<file path="config.mk">
export PLATFORM = sky130hd
export DESIGN_NAME = pstate_led_ctrl
export DESIGN_NICKNAME = d
export VERILOG_FILES = /design/src/rtl/led_ctrl_pkg.sv /design/src/rtl/led_phase_ctr.sv /design/src/rtl/led_mode_sel.sv /design/src/rtl/led_wave_gen.sv /design/src/rtl/pstate_led_ctrl.sv
export SDC_FILE = /design/constraint.sdc
export NUM_CORES = 1
export LEC_CHECK = 0
export ABC_AREA = 0
export CAP_MARGIN = 40
export CORE_UTILIZATION = 42
export DETAILED_ROUTE_END_ITERATION = 10
export GPL_TIMING_DRIVEN = 1
export HOLD_SLACK_MARGIN = 0.1
export PLACE_DENSITY = 0.84
export SLEW_MARGIN = 10
export SYNTH_ARGS = -nofsm -noshare
export SYNTH_HDL_FRONTEND = slang
export SYNTH_SLANG_ARGS = --single-unit
</file>
<file path="constraint.sdc">
create_clock -name clk -period 1.9 [get_ports clk]
set_clock_uncertainty 0.15 [all_clocks]
set_input_delay 0.57 -clock clk [delete_from_list [all_inputs] [get_ports clk]]
set_output_delay 0.57 -clock clk [all_outputs]
set_load 0.01 [all_outputs]
</file>
<file path="src/rtl/led_ctrl_pkg.sv">
`timescale 1ns/1ps
package led_ctrl_pkg;

    typedef enum logic [1:0] {
        PS_S0  = 2'b00,
        PS_S3  = 2'b01,
        PS_S5  = 2'b10,
        PS_RSV = 2'b11
    } pstate_e;

    typedef enum logic [2:0] {
        MD_LOW           = 3'b000,
        MD_LEVEL         = 3'b001,
        MD_HALF_SQ       = 3'b010,
        MD_ONE_SQ        = 3'b011,
        MD_EIGHTH_SQ     = 3'b100,
        MD_QUARTER_SQ    = 3'b101,
        MD_EIGHTH_PULSE  = 3'b110,
        MD_QUARTER_PULSE = 3'b111
    } mode_e;

    typedef enum logic [1:0] {
        DRV_LOW   = 2'd0,
        DRV_LEVEL = 2'd1,
        DRV_BLINK = 2'd2,
        DRV_DEEP  = 2'd3
    } drv_state_e;

    typedef struct packed {
        mode_e mode;
        logic  deep;
    } sel_t;

endpackage

</file>
<file path="src/rtl/led_phase_ctr.sv">
`timescale 1ns/1ps
module led_phase_ctr #(
    parameter int PHASE_W = 6
) (
    input  logic               clk,
    input  logic               rst_n,
    input  logic               tick_i,
    output logic [PHASE_W-1:0] phase_o
);

    logic [PHASE_W-1:0] phase_q;

    // free-running phase, wraps naturally at 2**PHASE_W ticks
    always_ff @(posedge clk or negedge rst_n) begin
        if (!rst_n) begin
            phase_q <= '0;
        end else if (tick_i) begin
            phase_q <= phase_q + PHASE_W'(1);
        end
    end

    assign phase_o = phase_q;

endmodule

</file>
<file path="src/rtl/led_mode_sel.sv">
`timescale 1ns/1ps
module led_mode_sel
    import led_ctrl_pkg::*;
(
    input  logic [1:0] pwr_state_i,
    input  logic [2:0] s0_mode_i,
    input  logic [2:0] s3_mode_i,
    input  logic [2:0] s5_mode_i,
    input  logic       ds3_en_i,
    output sel_t       sel_o
);

    logic [2:0] fld;

    always_comb begin
        unique case (pstate_e'(pwr_state_i))
            PS_S0:         fld = s0_mode_i;
            PS_S3:         fld = s3_mode_i;
            PS_S5, PS_RSV: fld = s5_mode_i;
            default:       fld = s5_mode_i;
        endcase
    end

    assign sel_o.mode = mode_e'(fld);
    assign sel_o.deep = ds3_en_i && (pstate_e'(pwr_state_i) == PS_S3);

endmodule

</file>
<file path="src/rtl/led_wave_gen.sv">
`timescale 1ns/1ps
module led_wave_gen
    import led_ctrl_pkg::*;
#(
    parameter int N_SQ = 4
) (
    input  logic [N_SQ-1:0] phase_hi_i,  // phase bits from the 1 Hz bit upward
    input  mode_e           mode_i,
    input  logic            inv_dis_i,
    input  logic            deep_i,
    output logic            wave_o
);

    localparam int N_PULSE = N_SQ - 2;

    logic [N_SQ-1:0]    sq;     // index 0: 1 Hz ... index 3: 0.125 Hz, 50% duty
    logic [N_PULSE-1:0] pulse;  // index 0: 0.25 Hz, index 1: 0.125 Hz, 25% duty
    logic               raw;

    generate
        for (genvar k = 0; k < N_SQ; k++) begin : g_sq
            assign sq[k] = ~phase_hi_i[k];
        end
        for (genvar k = 0; k < N_PULSE; k++) begin : g_pulse
            assign pulse[k] = (phase_hi_i[k+2 -: 2] == 2'b00);
        end
    endgenerate

    always_comb begin
        unique case (mode_i)
            MD_ONE_SQ:        raw = sq[0];
            MD_HALF_SQ:       raw = sq[1];
            MD_QUARTER_SQ:    raw = sq[2];
            MD_EIGHTH_SQ:     raw = sq[3];
            MD_QUARTER_PULSE: raw = pulse[0];
            MD_EIGHTH_PULSE:  raw = pulse[1];
            MD_LOW, MD_LEVEL: raw = 1'b0;
            default:          raw = 1'b0;
        endcase
    end

    // deep pattern is a fixed 75% waveform, polarity bit does not touch it
    assign wave_o = deep_i ? ~pulse[0] : (inv_dis_i ? raw : ~raw);

endmodule

</file>
<file path="src/rtl/pstate_led_ctrl.sv">
`timescale 1ns/1ps
module pstate_led_ctrl
    import led_ctrl_pkg::*;
#(
    parameter int TICK_LOG2 = 3
) (
    input  logic       clk,
    input  logic       rst_n,
    input  logic       tick_8hz,
    input  logic [1:0] pwr_state,
    input  logic [2:0] s0_mode,
    input  logic [2:0] s3_mode,
    input  logic [2:0] s5_mode,
    input  logic       inv_dis,
    input  logic       ds3_en,
    input  logic       drv_en,
    output logic       led_out,
    output logic       led_oe
);

    localparam int PHASE_W = TICK_LOG2 + 3;  // 8 s of ticks
    localparam int N_SQ    = 4;              // 1, 0.5, 0.25, 0.125 Hz

    logic [PHASE_W-1:0] phase_w;
    sel_t               sel;
    logic               wave_d;
    drv_state_e         state_q, state_d;
    logic               wave_q;
    logic               lvl_q;

    led_phase_ctr #(.PHASE_W(PHASE_W)) u_phase (
        .clk     (clk),
        .rst_n   (rst_n),
        .tick_i  (tick_8hz),
        .phase_o (phase_w)
    );

    led_mode_sel u_sel (
        .pwr_state_i (pwr_state),
        .s0_mode_i   (s0_mode),
        .s3_mode_i   (s3_mode),
        .s5_mode_i   (s5_mode),
        .ds3_en_i    (ds3_en),
        .sel_o       (sel)
    );

    led_wave_gen #(.N_SQ(N_SQ)) u_wave (
        .phase_hi_i (phase_w[PHASE_W-1 -: N_SQ]),
        .mode_i     (sel.mode),
        .inv_dis_i  (inv_dis),
        .deep_i     (sel.deep),
        .wave_o     (wave_d)
    );

    // next drive class
    always_comb begin
        if (sel.deep) begin
            state_d = DRV_DEEP;
        end else begin
            unique case (sel.mode)
                MD_LOW:   state_d = DRV_LOW;
                MD_LEVEL: state_d = DRV_LEVEL;
                default:  state_d = DRV_BLINK;
            endcase
        end
    end

    // state register
    always_ff @(posedge clk or negedge rst_n) begin
        if (!rst_n) begin
            state_q <= DRV_LOW;
            wave_q  <= 1'b0;
            lvl_q   <= 1'b0;
        end else begin
            state_q <= state_d;
            wave_q  <= wave_d;
            lvl_q   <= drv_en;
        end
    end

    // outputs
    always_comb begin
        unique case (state_q)
            DRV_LOW: begin
                led_out = 1'b0;
                led_oe  = 1'b1;
            end
            DRV_LEVEL: begin
                led_out = 1'b1;
                led_oe  = lvl_q;
            end
            DRV_BLINK, DRV_DEEP: begin
                led_out = wave_q;
                led_oe  = 1'b1;
            end
            default: begin
                led_out = 1'b0;
                led_oe  = 1'b1;
            end
        endcase
    end

endmodule

</file>
## After elaboration in Yosys (flattened, before gate mapping)

Index checks and enable logic that the tools add are counted.

- Bits in registers: 10
- Input port bits: 17
- Output and inout port bits: 2

- Add/subtract/negate cells: 1
- Equal/unequal tests: 13
- Mux-type cells: 8
- Bitwise gates (word level): 6
- Reduce and logical (&&, ||, !) cells: 10

Operator list:

| operator | number |
|---|---|
| 3-bit equality test (second input constant) | 4 |
| 3-bit one-hot mux with 3 select lines | 1 |
| 2-bit equality test (second input constant) | 4 |
| 2-bit zero test | 4 |
| 1-bit one-hot mux with 7 select lines | 1 |
| 6-bit by 1-bit adder with 6-bit output (second input constant) | 1 |
| 3-bit by 2-bit equality test with 1-bit output (second input constant) | 2 |
| 1-bit NOT | 6 |
| 2-bit OR reduction | 3 |
| 2-bit by 1-bit equality test with 1-bit output (second input constant) | 2 |
| 2-bit one-hot mux with 2 select lines | 1 |
| 3-bit by 1-bit equality test with 1-bit output (second input constant) | 1 |
| 3-bit zero test | 1 |
| 1-bit one-hot mux with 3 select lines | 1 |
| 3-bit OR reduction | 1 |
| 1-bit two-way mux | 2 |
| 2-bit two-way mux | 1 |
| 1-bit one-hot mux with 2 select lines | 1 |
| 1-bit logical AND | 1 |

## Logic depth before layout (Yosys ltp)

Gate-level depths: netlist (run 1).

- Depth after elaboration: 9
- Gate-level depth with buffers: 6
- Mapped depth without buffers: 6

## Hierarchy

Synthesis (run 1) repeated with hierarchy kept, for this count alone.

- Cell total of the unflattened synthesis: 51
- Area, all modules: 546.8 um^2

By module, submodules not included:

| module | instances | cells an instance | area an instance (um^2) |
|---|---|---|---|
| led_phase_ctr | 1 | 18 | 250.2 |
| pstate_led_ctrl | 1 | 9 | 137.6 |
| led_wave_gen | 1 | 14 | 92.6 |
| led_mode_sel | 1 | 10 | 66.3 |

## Worst setup path before layout (run 1)

OpenSTA, ideal clock, no wires.

- Path type: input to register
- Start point: in pwr_state[0]
- End point: reg wave_q
- Data arrival time: 1.633 ns
- Data required time: 1.626 ns
- Setup slack: -0.007 ns
- Cell stages on the path: 6
- Cell sequence: mux2i_1 o21ai_4 and3_1 o31ai_2 a21oi_1 o31a_1

- Cells in the longest elaborated chain, start to end: 9
- Elaborated cells on any way between the ends: 20
- Those cells by class: eq/ne (10); mux (4); bitwise (1); reduce/logical (5)

RTL lines:

| what | line | RTL |
|---|---|---|
| start: declaration | pstate_led_ctrl.sv:10 | `input logic [1:0] pwr_state,` |
| 2-bit equality test | led_mode_sel.sv:16 | `unique case (pstate_e'(pwr_state_i))` |
| 2-bit OR reduction | led_mode_sel.sv:16 |  |
| 3-bit one-hot mux with 3 select lines | led_mode_sel.sv:16 |  |
| 3-bit by 1-bit equality test with 1-bit output / 3-bit zero test (equally long branches) | led_wave_gen.sv:30 | `unique case (mode_i)` |
| 2-bit OR reduction | led_wave_gen.sv:30 |  |
| 1-bit one-hot mux with 7 select lines | led_wave_gen.sv:30 |  |
| 1-bit NOT | led_wave_gen.sv:43 | `assign wave_o = deep_i ? ~pulse[0] : (inv_dis_i ? raw : ~raw);` |
| 1-bit two-way mux | led_wave_gen.sv:43 |  |
| 1-bit two-way mux (*) | led_wave_gen.sv:43 |  |
| net u_wave.wave_o | led_wave_gen.sv:11 | `output logic wave_o` |
| end signal: assignment | pstate_led_ctrl.sv:76 | `wave_q <= wave_d;` |
| end: declaration | pstate_led_ctrl.sv:28 | `logic wave_q;` |

The timed path passes the listed nets; every way through them passes the cells marked *.
A chain may end at the register's enable or synchronous reset.

## Final worst setup path (run 1)

- Start point: in s3_mode[0]
- End point: reg wave_q

- Cells in the longest elaborated chain, start to end: 7
- Elaborated cells on any way between the ends: 14
- Those cells by class: eq/ne (7); mux (4); bitwise (1); reduce/logical (2)

RTL lines:

| what | line | RTL |
|---|---|---|
| start: declaration | pstate_led_ctrl.sv:12 | `input logic [2:0] s3_mode,` |
| 3-bit one-hot mux with 3 select lines (*) | led_mode_sel.sv:16 |  |
| 3-bit by 1-bit equality test with 1-bit output / 3-bit zero test (equally long branches) | led_wave_gen.sv:30 |  |
| 2-bit OR reduction | led_wave_gen.sv:30 |  |
| 1-bit one-hot mux with 7 select lines (*) | led_wave_gen.sv:30 |  |
| 1-bit NOT | led_wave_gen.sv:43 |  |
| 1-bit two-way mux (*) (2 in series) | led_wave_gen.sv:43 |  |
| net u_wave.wave_o | led_wave_gen.sv:11 |  |

Marked as above.

==> results.md, run 1 <==
* Status: finished, final reports clean
* Initial DRC count at 11
* Pin count of the biggest net entering global routing at 11
* Antenna violations before repair at 0
* Final Hold Vio Count at 0
* CTS tree: built
* DR vias at 487
* Router iterations before antenna repair at 4
* Clk root buf: clkbuf_4
* Slew Limit Fails at 0
* Routed vias/inst at 5.13
* DR WL/cell at 12.3 um
* Yosys cell types at 23
* Max IR drop VDD at 0.000720 V
* FP Rows at 12
* # setup viols final at 0
* Die area at 1470 um^2
* Core area at 1170 um^2
* Routed Antenna Nets at 0
* Syn_nets at 71
* Antenna diodes at 0
* CTS buffer count at 3
* #FFs+latches synth at 10
* Total gr overflow at 0
* Max clock buf depth at 2
* Top layer in use: met4
* Met3 Wirelength at 50 um
* Place WS at -664 ps
* Final WS setup at 31.3 ps
* Fmax at 535 MHz
* CP Class: input port to register
* Critical path capture point type: register
* HP Class: register to register
* Initial Util at 0.473
* DRC Markers at 0
* Mapped Cells at 53
* Pwr/cell area at 955 nW/um^2
* Synthesized area at 554 um^2
* Worst EP required at 1910 ps
* Least-Margin Pin Slew at 436 ps
* Post-DP HPWL at 833 um
* Number of hold buffers added after cts at 0
* Avg Inst Size Synth at 10.5 um^2
* Worst Setup Start Kind: input port
* Chip height at 38.3 um
* Placed instance area at 778 um^2
* Die width at 38.3 um
* Top cell type by total area after synthesis: dfrtp_1
* CP max FO at 6
* Max Cap Viol at 0
* Layout Nets at 100
* Clk slew on worst S/H paths at 60 ps
* Worst-Skew Late Latency at 260 ps
* Period utilization at 0.984
* Cells taking the most area after synthesis: dfrtp_1 (45%), mux2i_1 (7.2%), nand2_1 (6.8%)
* YS warnings at 0
* Met1 Wirelength at 513 um
* Slowest cell on the critical path: nor3b_4
* Met2 Routed Length at 591 um
* Synthesis-to-finish area growth at 61.2%
* Num ports at 19
* Static Leak at 0.000414 uW
* Number of port buffers at 18
* Final WL at 1170 um
* CP max stage delay at 260 ps
* H-tree Lvls at 1
* Crit path DAT at 1870 ps
* Number of global-route vias before repair at 486
* GRT Total Usage at 0.194
* Layout cell share with drive strength beyond 1 at 0.358
* RSZ-0062 raised after global routing: yes
* Register area share after synthesis at 0.451
* Post-route cell area at 893 um^2
* Slew headroom at 0.709
* GPL Wtd Cong at 0.751
* Top cell type's share of synthesized area at 0.451
* First-pass GRT wire length at 1940 um
* CP Cell Sequence: clkdlybuf4s15_1, mux2i_4, o21ai_4, nor3b_4, o31ai_4, and3_1, o31a_1
* Post-layout min period at 1870 ps
* Clock Sink Count at 10
==> power breakdown <==
part | internal [uW] | switching [uW] | total, uW
registers | 292 | 83.7 | 376
logic | 171 | 120 | 291
clock network | 116 | 69.2 | 185
==> sequential cells by signal, indices dropped and copies added, names as in the netlist <==
name / flops
lvl_q: 1
state_q: 2
u_phase.phase_o: 6
wave_q: 1
==> metal layers <==
layer  GRT usage  vias up
li1            -      240
met1       0.239      227
met2       0.314       16
met3      0.0698        4
met4      0.0625        0
met5           0        -
==> cells in the final DEF, fill, tap and decap left out, types with 2 or more instances in the layout <==
cell	Yosys	routed
buf_2	0	2
buf_4	0	5
clkbuf_4	0	3
clkdlybuf4s15_1	0	4
clkdlybuf4s50_1	0	6
dfrtp_1	10	10
dlymetal6s2s_1	0	4
mux2_2	2	2
mux2i_1	4	2
nand2_1	10	8
nand2_2	0	2
nand4_1	2	2
nor2_1	4	4
o21ai_4	1	2
xnor2_1	3	3
xor2_1	2	2
==> synth_stat cells (all sizes together) <==
cell type  instances
nand2             10
o21ai              4
xor2               2
mux2i              4
nand4              2
ha                 1
nor2               4
o31ai              1
or3b               1
nor3               1
o31a               1
mux2               2
or2                1
nand3              1
and3               2
inv                1
xnor2              3
nor3b              1
dfrtp             10
a21oi              1
==> cells by family after synthesis <==
kind of cell	synth area share
DFF	0.451
and+or+nand+nor	0.217
AOI/OAI and AO/OA	0.111
xor gates and xnor gates	0.0790
adders and majority gates	0.0226
buffers and inverters	0.00677
muxes	0.113
==> worst paths after layout <==
kind,startpoint,to,slack [ps],cells after the start
max in group asynchronous,rst_n,u_phase.phase_o[0],830,1
setup / recovery,s3_mode[0],wave_q,30,7
min in group asynchronous,rst_n,state_q[0],460,1
hold reg to reg,u_phase.phase_o[5],u_phase.phase_o[5],310,1
setup reg to reg,u_phase.phase_o[3],wave_q,280,5
hold / removal,u_phase.phase_o[5],u_phase.phase_o[5],310,1
==> worst max-delay path: cells and delay by family <==
kind	cells	cell delay, ps
compound gates	3	560
mux	1	90
buf+inv	1	210
simple gates	2	450
==> what timing repair did <==
action | CTS | global route
gates cloned | 0 | 0
pin swaps | 6 | 12
resized for setup | 26 | 17
setup endpoints to repair | 3 | 2
buffers inserted | 2 | 1
==> per-stage QoR <==
step / total power (uW) / setup TNS [ps] / std cells / util / hold slack, ps
3_3_place_gp: 621 / -944 / 88 / 0.665 / 305
2_1_floorplan: 531 / 0 / 53 / - / 124
6_report: 853 / 0 / 95 / 0.763 / 314
3_5_place_dp: 632 / -1010 / 88 / 0.665 / 310
5_1_grt: 910 / -13.9 / 95 / 0.763 / 344
4_1_cts: 846 / -62.3 / 94 / 0.728 / 318
==> final cells by class <==
| class | instances | area [um^2] |
|---|---|---|
| multi-input cells | 42 | 357 |
| fillers | 83 | 278 |
| flip-flops and latches | 10 | 250 |
| repair buffers | 24 | 229 |
| clock buffers | 4 | 36.3 |
| well taps | 14 | 17.5 |
| inverters | 1 | 3.75 |
Note: power is estimated with default switching activity, not from simulation.
==> run 2: changes to the inputs <==
SETUP_SLACK_MARGIN = 0.05   (was default)
==> run 2 against run 1 <==
  * The run now ends with negative setup slack left
  * Die area did not move
  * Utilization fell by 4.0 points
  * Hold slack got worse by 4.5 ps
  * Setup slack got worse by 39 ps
  * Global-route usage fell by 0.35 points
  * Sequential share of layout area rose by 1.5 points
  * Design area fell by 5.2%
  * Cell count fell by 1.1%
  * Critical path type unchanged
==> results.md, run 2 (same netlist as run 1, synthesis figures left out) <==
* Fmax at 524 MHz (was 535 MHz)
* Initial Util at 0.473 (unchanged)
* Slowest cell on the critical path: o21ai_4 (was nor3b_4)
* Worst Setup Start Kind: input port (unchanged)
* Least-Margin Pin Slew at 434 ps (was 436 ps)
* Tot Pwr at 796 uW (was 853 uW)
* FP Rows at 12 (unchanged)
* Max IR drop VDD at 0.000825 V (was 0.000720 V)
* CTS buffer count at 3 (unchanged)
* DR WL/cell at 13.0 um (was 12.3 um)
* Worst-Skew Late Latency at 260 ps (about the same)
* CP max FO at 6 (unchanged)
* Status: finished, violations left (was finished, final reports clean)
* Num ports at 19 (unchanged)
* Cell family with most CP delay: compound AO/OA/AOI/OAI gates (unchanged)
* Worst hold slack at 310 ps (was 314 ps)
* Layout Nets at 100 (unchanged)
* H-tree Lvls at 1 (unchanged)
* Routed vias/inst at 5.17 (was 5.13)
* Worst Path Buf+Inv at 1 (unchanged)
* Final WL at 1220 um (was 1170 um)
* Setup TNS at -7.69 ps (was 0 ps)
* Layout cell share with drive strength beyond 1 at 0.338 (was 0.358)
* Crit path DAT at 1910 ps (was 1870 ps)
* Synthesis-to-finish area growth at 52.8% (was 61.2%)
* Clk root buf: clkbuf_4 (unchanged)
* Core area at 1170 um^2 (unchanged)
* Pwr/cell area at 939 nW/um^2 (was 955 nW/um^2)
* Initial DRC count at 3 (was 11)
* CP Class: input port to register (unchanged)
* CP Cell Sequence: buf_12, mux2i_4, o21ai_4, mux2i_1, nand3_1, and3_1, o31a_1 (was clkdlybuf4s15_1, mux2i_4, o21ai_4, nor3b_4, o31ai_4, and3_1, o31a_1)
* # setup viols final at 1 (was 0)
* Post-layout min period at 1910 ps (was 1870 ps)
* Most frequent cells in the layout: dfrtp_1 (10), nand2_1 (9), clkdlybuf4s50_1 (6), buf_4 (6) (was dfrtp_1 (10), nand2_1 (8), clkdlybuf4s50_1 (6))
* GPL Wtd Cong at 0.758 (was 0.751)
* Final Hold Vio Count at 0 (unchanged)
* Die width at 38.3 um (unchanged)
* Static Leak at 0.000384 uW (was 0.000414 uW)
* Post-route cell area at 847 um^2 (was 893 um^2)
* Commonest non-fill, non-tap cell in the layout: dfrtp_1 (unchanged)
* Slew Limit Fails at 0 (unchanged)
* Worst EP required at 1900 ps (was 1910 ps)
* CP max stage delay at 240 ps (was 260 ps)
* Fillers at 89 (was 83)
* Die area at 1470 um^2 (unchanged)
* Router iterations before antenna repair at 3 (was 4)
* Placed instance area at 787 um^2 (was 778 um^2)
* Slew headroom at 0.710 (was 0.709)
* Max Cap Viol at 0 (unchanged)
* DRC Markers at 0 (unchanged)
* Critical path capture point type: register (unchanged)
* Period utilization at 1.00 (was 0.984)
* First-pass GRT wire length at 1840 um (was 1940 um)
* Total gr overflow at 0 (unchanged)
* Final WS setup at -7.69 ps (was 31.3 ps)
* Max reg flops at 6 (unchanged)
* Max clock buf depth at 2 (unchanged)
* Failing checks: negative setup slack
* Antenna diodes at 0 (unchanged)
* Routed Antenna Nets at 0 (unchanged)
* Clock Sink Count at 10 (unchanged)
* CTS tree: built (unchanged)
* DR vias at 486 (was 487)
* Chip height at 38.3 um (unchanged)
* Number of global-route vias before repair at 469 (was 486)
* Pin count of the biggest net entering global routing at 11 (unchanged)
* Place WS at -756 ps (was -664 ps)
* RSZ-0062 raised after global routing: yes (unchanged)
* Post-DP HPWL at 889 um (was 833 um)
* Clk slew on worst S/H paths at 60 ps (about the same)
* Antenna violations before repair at 0 (unchanged)
* HP Class: register to register (unchanged)
* GRT Total Usage at 0.191 (was 0.194)
* Number of port buffers at 18 (unchanged)
==> run 2: cell count changes in the layout (fill, tap and decap cells not counted), sizes merged <==
cell / change
dlymetal6s2s: -3
dlygate4sd2: +4
clkdlybuf4s15: -1
clkbuf: -1
==> run 2: final cells by class <==
type / count / area (um^2) / area share
inverter: 1 / 3.75 / 0.00443
clock buffer: 3 / 22.5 / 0.0266
tap: 14 / 17.5 / 0.0207
multi-input combinational: 42 / 334 / 0.394
timing repair buffer: 24 / 219 / 0.258
sequential: 10 / 250 / 0.295
==> run 2: what timing repair did <==
| action | in CTS | in global routing |
|---|---|---|
| buffers inserted | 1 | 2 |
| cloned | 0 | 0 |
| pin swaps | 10 | 8 |
| setup endpoints to repair | 5 | 2 |
| endpoints found under the hold margin | 0 | 0 |
| gates resized for setup | 28 | 9 |
| hold buffers | 0 | 0 |
==> run 2: worst paths after layout <==
path / end / slack [ps] / depth (start not counted) / start
worst max-delay path: wave_q / -8 / 7 / pwr_state[0]
worst min-delay path: u_phase.phase_o[5] / 310 / 1 / u_phase.phase_o[5]
worst max register to register: wave_q / 290 / 5 / u_phase.phase_o[3]
worst min register to register: u_phase.phase_o[5] / 310 / 1 / u_phase.phase_o[5]
max in group asynchronous: u_phase.phase_o[0] / 830 / 1 / rst_n
min in group asynchronous: wave_q / 460 / 1 / rst_n
==> run 2: power breakdown <==
| group | leakage, uW | total [uW] | internal [uW] | switching, uW |
|---|---|---|---|---|
| Clock | 0.0000138 | 137 | 72.7 | 63.8 |
| Sequential | 0.000119 | 374 | 293 | 81.5 |
| Combinational | 0.000251 | 285 | 165 | 120 |
==> run 2: stage by stage <==
| stage | cells | utilization |
|---|---|---|
| 2_1_floorplan | 53 | - |
| 3_3_place_gp | 88 | 0.672 |
| 3_5_place_dp | 88 | 0.672 |
| 4_1_cts | 92 | 0.690 |
| 5_1_grt | 94 | 0.723 |
| 6_report | 94 | 0.723 |
==> run 2: metal layers <==
layer	part of all wire	track usage	up-vias
li1	-	-	240
met1	0.41	0.206	235
met2	0.53	0.331	9
met3	0.051	0.0872	2
met4	0.0033	0.0536	0
met5	0	0	-
==> run 3: changes to the inputs <==
HOLD_SLACK_MARGIN = default   (was 0.1)
==> results of run 3 <==
Final layout, timing and power as in run 2 (identical DEF).
